===== config.mk =====
export PLATFORM = sky130hd
export DESIGN_NAME = synth_prog_shifter
export DESIGN_NICKNAME = d
export VERILOG_FILES = /design/src/rtl/synth_prog_pkg.sv /design/src/rtl/synth_frame_pack.sv /design/src/rtl/synth_phase_timer.sv /design/src/rtl/synth_prog_seq.sv /design/src/rtl/synth_prog_shifter.sv
export SDC_FILE = /design/constraint.sdc
export NUM_CORES = 1
export LEC_CHECK = 0
export ABC_AREA = 1
export CAP_MARGIN = 20
export CORE_AREA = 3 3 99 101
export CTS_CLUSTER_SIZE = 28
export DETAILED_ROUTE_END_ITERATION = 8
export DIE_AREA = 0 0 102 104
export PLACE_DENSITY = 0.49
export SYNTH_ARGS = -nofsm -noshare
export SYNTH_HDL_FRONTEND = slang
export SYNTH_HIERARCHICAL = 1
export SYNTH_SLANG_ARGS = --single-unit

===== constraint.sdc =====
create_clock -name clk -period 3.7 [get_ports clk]
set_input_delay 0.74 -clock clk [delete_from_list [all_inputs] [get_ports clk]]
set_output_delay 0.74 -clock clk [all_outputs]
set_load 0.005 [all_outputs]

===== src/rtl/synth_prog_pkg.sv =====
package synth_prog_pkg;

  typedef enum logic [2:0] {
    PH_IDLE,
    PH_SEL_HI,
    PH_SEL_LO,
    PH_BIT_SETUP,
    PH_BIT_HIGH,
    PH_BIT_HOLD
  } phase_e;

  typedef struct packed {
    logic en;
    logic sel;
    logic dat;
    logic sck;
  } pins_t;

endpackage


===== src/rtl/synth_frame_pack.sv =====
module synth_frame_pack #(
  parameter int N_W     = 7,
  parameter int M_W     = 7,
  parameter int V_W     = 1,
  parameter int X_W     = 2,
  parameter int R_W     = 2,
  parameter int TRL_W   = 5,
  parameter int TRL_VAL = 'h17,
  localparam int FRAME_W = N_W + M_W + V_W + X_W + R_W + TRL_W
) (
  input  logic [N_W-1:0]     n_val,
  input  logic [M_W-1:0]     m_val,
  input  logic [V_W-1:0]     v_val,
  input  logic [X_W-1:0]     x_val,
  input  logic [R_W-1:0]     r_val,
  output logic [FRAME_W-1:0] frame
);
  localparam logic [TRL_W-1:0] TRAILER = TRL_W'(TRL_VAL);

  // bit 0 leaves first, so the first field sits in the low bits
  assign frame = {TRAILER, r_val, x_val, v_val, m_val, n_val};

endmodule


===== src/rtl/synth_phase_timer.sv =====
module synth_phase_timer #(
  parameter int DIV_W = 8
) (
  input  logic             clk,
  input  logic             rst,
  input  logic             active,
  input  logic [DIV_W-1:0] limit,
  output logic             tick
);
  logic [DIV_W-1:0] cnt_q;

  assign tick = active && (cnt_q == limit);

  always_ff @(posedge clk) begin
    if (rst || !active || tick) cnt_q <= '0;
    else                        cnt_q <= cnt_q + 1'b1;
  end

endmodule


===== src/rtl/synth_prog_seq.sv =====
module synth_prog_seq
  import synth_prog_pkg::*;
#(
  parameter int FRAME_W = 24,
  parameter int DIV_W   = 8,
  localparam int CNT_W  = $clog2(FRAME_W)
) (
  input  logic               clk,
  input  logic               rst,
  input  logic               load_req,
  input  logic [FRAME_W-1:0] frame,
  input  logic [DIV_W-1:0]   div_in,
  input  logic               tick,
  output logic               active,
  output logic [DIV_W-1:0]   div_lim,
  output logic               busy,
  output pins_t              pins
);
  localparam logic [CNT_W-1:0] LAST_BIT = CNT_W'(FRAME_W - 1);

  phase_e             state_q, state_d;
  logic [FRAME_W-1:0] shreg_q, shreg_d;
  logic [CNT_W-1:0]   bit_q, bit_d;
  logic [DIV_W-1:0]   div_q, div_d;
  pins_t              pins_q, pins_d;
  logic               busy_q;

  always_comb begin
    state_d = state_q;
    shreg_d = shreg_q;
    bit_d   = bit_q;
    div_d   = div_q;
    case (state_q)
      PH_IDLE:
        if (load_req) begin
          state_d = PH_SEL_HI;
          shreg_d = frame;
          div_d   = div_in;
          bit_d   = '0;
        end
      PH_SEL_HI:    if (tick) state_d = PH_SEL_LO;
      PH_SEL_LO:    if (tick) state_d = PH_BIT_SETUP;
      PH_BIT_SETUP: if (tick) state_d = PH_BIT_HIGH;
      PH_BIT_HIGH:  if (tick) state_d = PH_BIT_HOLD;
      PH_BIT_HOLD:
        if (tick) begin
          if (bit_q == LAST_BIT) begin
            state_d = PH_IDLE;
          end else begin
            state_d = PH_BIT_SETUP;
            bit_d   = bit_q + 1'b1;
            shreg_d = shreg_q >> 1;
          end
        end
      default: state_d = PH_IDLE;
    endcase
  end

  always_comb begin
    pins_d.en  = (state_d != PH_IDLE);
    pins_d.sel = (state_d == PH_SEL_HI);
    pins_d.sck = (state_d == PH_BIT_HIGH);
    pins_d.dat = shreg_d[0] && ((state_d == PH_BIT_SETUP) ||
                                (state_d == PH_BIT_HIGH)  ||
                                (state_d == PH_BIT_HOLD));
  end

  always_ff @(posedge clk) begin
    if (rst) begin
      state_q <= PH_IDLE;
      shreg_q <= '0;
      bit_q   <= '0;
      div_q   <= '0;
      pins_q  <= '0;
      busy_q  <= 1'b0;
    end else begin
      state_q <= state_d;
      shreg_q <= shreg_d;
      bit_q   <= bit_d;
      div_q   <= div_d;
      pins_q  <= pins_d;
      busy_q  <= (state_d != PH_IDLE);
    end
  end

  assign active  = (state_q != PH_IDLE);
  assign div_lim = div_q;
  assign busy    = busy_q;
  assign pins    = pins_q;

endmodule


===== src/rtl/synth_prog_shifter.sv =====
module synth_prog_shifter
  import synth_prog_pkg::*;
#(
  parameter int N_W     = 7,
  parameter int M_W     = 7,
  parameter int V_W     = 1,
  parameter int X_W     = 2,
  parameter int R_W     = 2,
  parameter int TRL_W   = 5,
  parameter int TRL_VAL = 'h17,
  parameter int DIV_W   = 8
) (
  input  logic             clk,
  input  logic             rst,
  input  logic             load_req,
  input  logic [DIV_W-1:0] phase_div,
  input  logic [N_W-1:0]   n_val,
  input  logic [M_W-1:0]   m_val,
  input  logic [V_W-1:0]   v_val,
  input  logic [X_W-1:0]   x_val,
  input  logic [R_W-1:0]   r_val,
  output logic             busy,
  output logic             sel_o,
  output logic             sel_oe,
  output logic             dat_o,
  output logic             dat_oe,
  output logic             sck_o,
  output logic             sck_oe
);
  localparam int FRAME_W = N_W + M_W + V_W + X_W + R_W + TRL_W;

  logic [FRAME_W-1:0] frame;
  logic               tick;
  logic               active;
  logic [DIV_W-1:0]   div_lim;
  pins_t              pins;

  synth_frame_pack #(
    .N_W(N_W), .M_W(M_W), .V_W(V_W), .X_W(X_W), .R_W(R_W),
    .TRL_W(TRL_W), .TRL_VAL(TRL_VAL)
  ) u_pack (
    .n_val(n_val), .m_val(m_val), .v_val(v_val),
    .x_val(x_val), .r_val(r_val), .frame(frame)
  );

  synth_phase_timer #(.DIV_W(DIV_W)) u_timer (
    .clk(clk), .rst(rst), .active(active), .limit(div_lim), .tick(tick)
  );

  synth_prog_seq #(.FRAME_W(FRAME_W), .DIV_W(DIV_W)) u_seq (
    .clk(clk), .rst(rst), .load_req(load_req), .frame(frame),
    .div_in(phase_div), .tick(tick), .active(active), .div_lim(div_lim),
    .busy(busy), .pins(pins)
  );

  assign sel_o  = pins.sel;
  assign dat_o  = pins.dat;
  assign sck_o  = pins.sck;
  assign sel_oe = pins.en;
  assign dat_oe = pins.en;
  assign sck_oe = pins.en;

endmodule


==> metrics.yaml <==
outcome: "completed"
port-buffer-count: 36
syn_to_final_growth_pct: 11.9
cp.arrival_ps: 2570
wirelength_mm: 5.76
synth_top_area_frac: 0.387
viasPerCell: 4.52
drtIter0Drc: 90
clock_skew_ps: 5.19
critPathSlowestCell: "inv_1"
dieArea_um2: 10600
ant_nets: 0
grt_pass1_vias: 2094
relSlewSlack: 0.590
worstPathRequired_ps: 3920
power_density_nw_per_um2: 367
dp_cells: 481
hold_depth: 2
place_ws_ps: 1000
drcViolationCount: 0
critPathMaxFanout: 20
register_area_um2: 1040
syn-mean-instance-area_um2: 7.23
initial_core_util: 0.295
core_um2: 9110
drv_cap: 0
dpl.hpwl_mm: 3.84
whs_endpoint: "u_seq/shreg_q[2]$_SDFFE_PP0P_"
place_congestion: 0.755
clock.fmax_mhz: 426
layout_worst_path_cycle_share: 0.635
synth_area_um2: 2690
setup_slack_ps: 1350
min_from: "u_seq/shreg_q[2]$_SDFFE_PP0P_"
path_cells: "clkdlybuf4s50_1, nand3_2, inv_1, buf_4, nand2_1, a31oi_1"
multi_input_area_um2: 1220
fp.dieH_um: 104
cts_buffers: 5
clock_latency_ps: 300
rsz0062_at_grt: "false"
fin_tns_setup_ps: 0
hold_viol: 0
vias: 2208
final_core_util: 0.330
worst-path-buf-inv: 3
grt_pass1_wl_mm: 9.71
ys_ff_latch: 52
cts_tree: "yes"
antennaDiodeCount: 0
path_clk_slew_ps: 90
synth_cell_types: 29
grt_max_degree: 31
reg2reg_slack_ps: 1630
floorplan.rows: 35
tightest_slew_ps: 614
crit_path_max_incr_delay_ps: 550
synth_area_leaders: "dfxtp_1, nand2_1, buf_4"
nNetsFinal: 409
cts_buffer_depth: 2
r2r-end: "u_seq/shreg_q[8]$_SDFFE_PP0P_"
crit_family: "buffers and inverters"
post_cts_resized: 0
die_w_um: 102
drt-pass1-iter-count: 4
io_pins: 37
drv_slew: 0
hp-class: "flop to flop"
rr_worst_depth: 6
antenna_found_initial: 0
startpoint_type: "input port"
layout_commonest_cell: "nand2_1"
r2r-start: "u_seq/state_q[0]$_SDFF_PP0_"
cts_hold_buf: 0
path_class: "input port to flop"
yosys.area.top_type: "dfxtp_1"
gr-total-overflow: 0
post_cts.repair.setup_buffers: 0
period_needed_ps: 2350
layout-drive-gt1-share: 0.0556
setup_viol_count_final: 0
postSynthCellCount: 372
fill_cells: 998
p_leak_nw: 1.17
track_usage: 0.111
htree_levels: 2
final_cell_mix: "nand2_1, dfxtp_1, clkdlybuf4s50_1, inv_1, nor2_1"
endpoint_kind: "flop"
cts.sinks: 52
root_buffer: "clkbuf_8"
ys_warn_count: 6
seq_area_frac_synth: 0.387
instances_no_fill: 489
ir_drop_uv: 155
drt-wirelength-per-cell_um: 11.8
logic make-up after synthesis:
kind of cell    synth area share
simple gates               0.310
buf+inv                    0.166
flops                      0.387
compound gates            0.0930
xor+xnor                  0.0325
fa+ha+maj                0.00930
other cells              0.00279
flip-flops by register name, summed over array words and instances, names as in the netlist:
signal,flops
u_seq/pins,3
u_seq/shreg_q,24
u_timer/cnt_q,8
u_seq/state_q,3
u_seq/busy,1
u_seq/div_lim,8
u_seq/bit_q,5
report_power, final:
part	internal [mW]	switching (mW)
Clock	0.153	0.180
Combinational	0.0745	0.0925
Sequential	0.588	0.0176
Total	0.815	0.290
Yosys cell counts, drive strengths merged:
library cell,n
inv,36
conb,2
nor2,30
buf,37
ha,2
nand2,106
a21oi,16
nand3,18
or2,1
a31oi,22
nor3,3
dfxtp,52
xnor2,2
nand4,24
xor2,8
o21ai,5
clkbuf,7
a22oi,1
routing by layer:
layer  wire [um]  global-route usage  up-vias
met3         251              0.0275        2
met1        2860               0.150      989
met2        2620               0.177       37
li1            -                   -     1180
met5           0                   0        -
met4          33              0.0253        0
worst max path at each step:
stage / start / endpoint / slack (ps) / depth (start not counted)
floorplan: u_timer/cnt_q[3]$_SDFF_PP0_ / u_seq/shreg_q[4]$_SDFFE_PP0P_ / 1790 / 10
global placement: load_req / u_seq/shreg_q[9]$_SDFFE_PP0P_ / 1070 / 6
detailed placement: load_req / u_seq/shreg_q[8]$_SDFFE_PP0P_ / 1000 / 6
CTS: load_req / u_seq/shreg_q[8]$_SDFFE_PP0P_ / 1320 / 6
global route: load_req / u_seq/shreg_q[8]$_SDFFE_PP0P_ / 1120 / 6
finish: load_req / u_seq/shreg_q[8]$_SDFFE_PP0P_ / 1350 / 6
worst min-delay path, cell delays in order, from the launching register on:
cell and delay (ps):
dfxtp_1 320, nand2_1 60, a31oi_1 60
layout make-up:
class | instances | area share
inverters | 36 | 0.0457
repair buffers | 39 | 0.127
well taps | 111 | 0.0461
flip-flops and latches | 52 | 0.346
clock buffers | 8 | 0.0299
multi-input cells | 243 | 0.405
metrics by stage:
| step | cell area, um^2 | total power [mW] | hold slack, ps |
|---|---|---|---|
| floorplan | 2700 | 0.747 | 441 |
| global placement | 2920 | 0.787 | 463 |
| detailed placement | 2920 | 0.787 | 470 |
| CTS | 3010 | 1.13 | 485 |
| global route | 3010 | 1.17 | 505 |
| finish | 3010 | 1.11 | 484 |
Note: power is estimated with default switching activity, not from simulation.
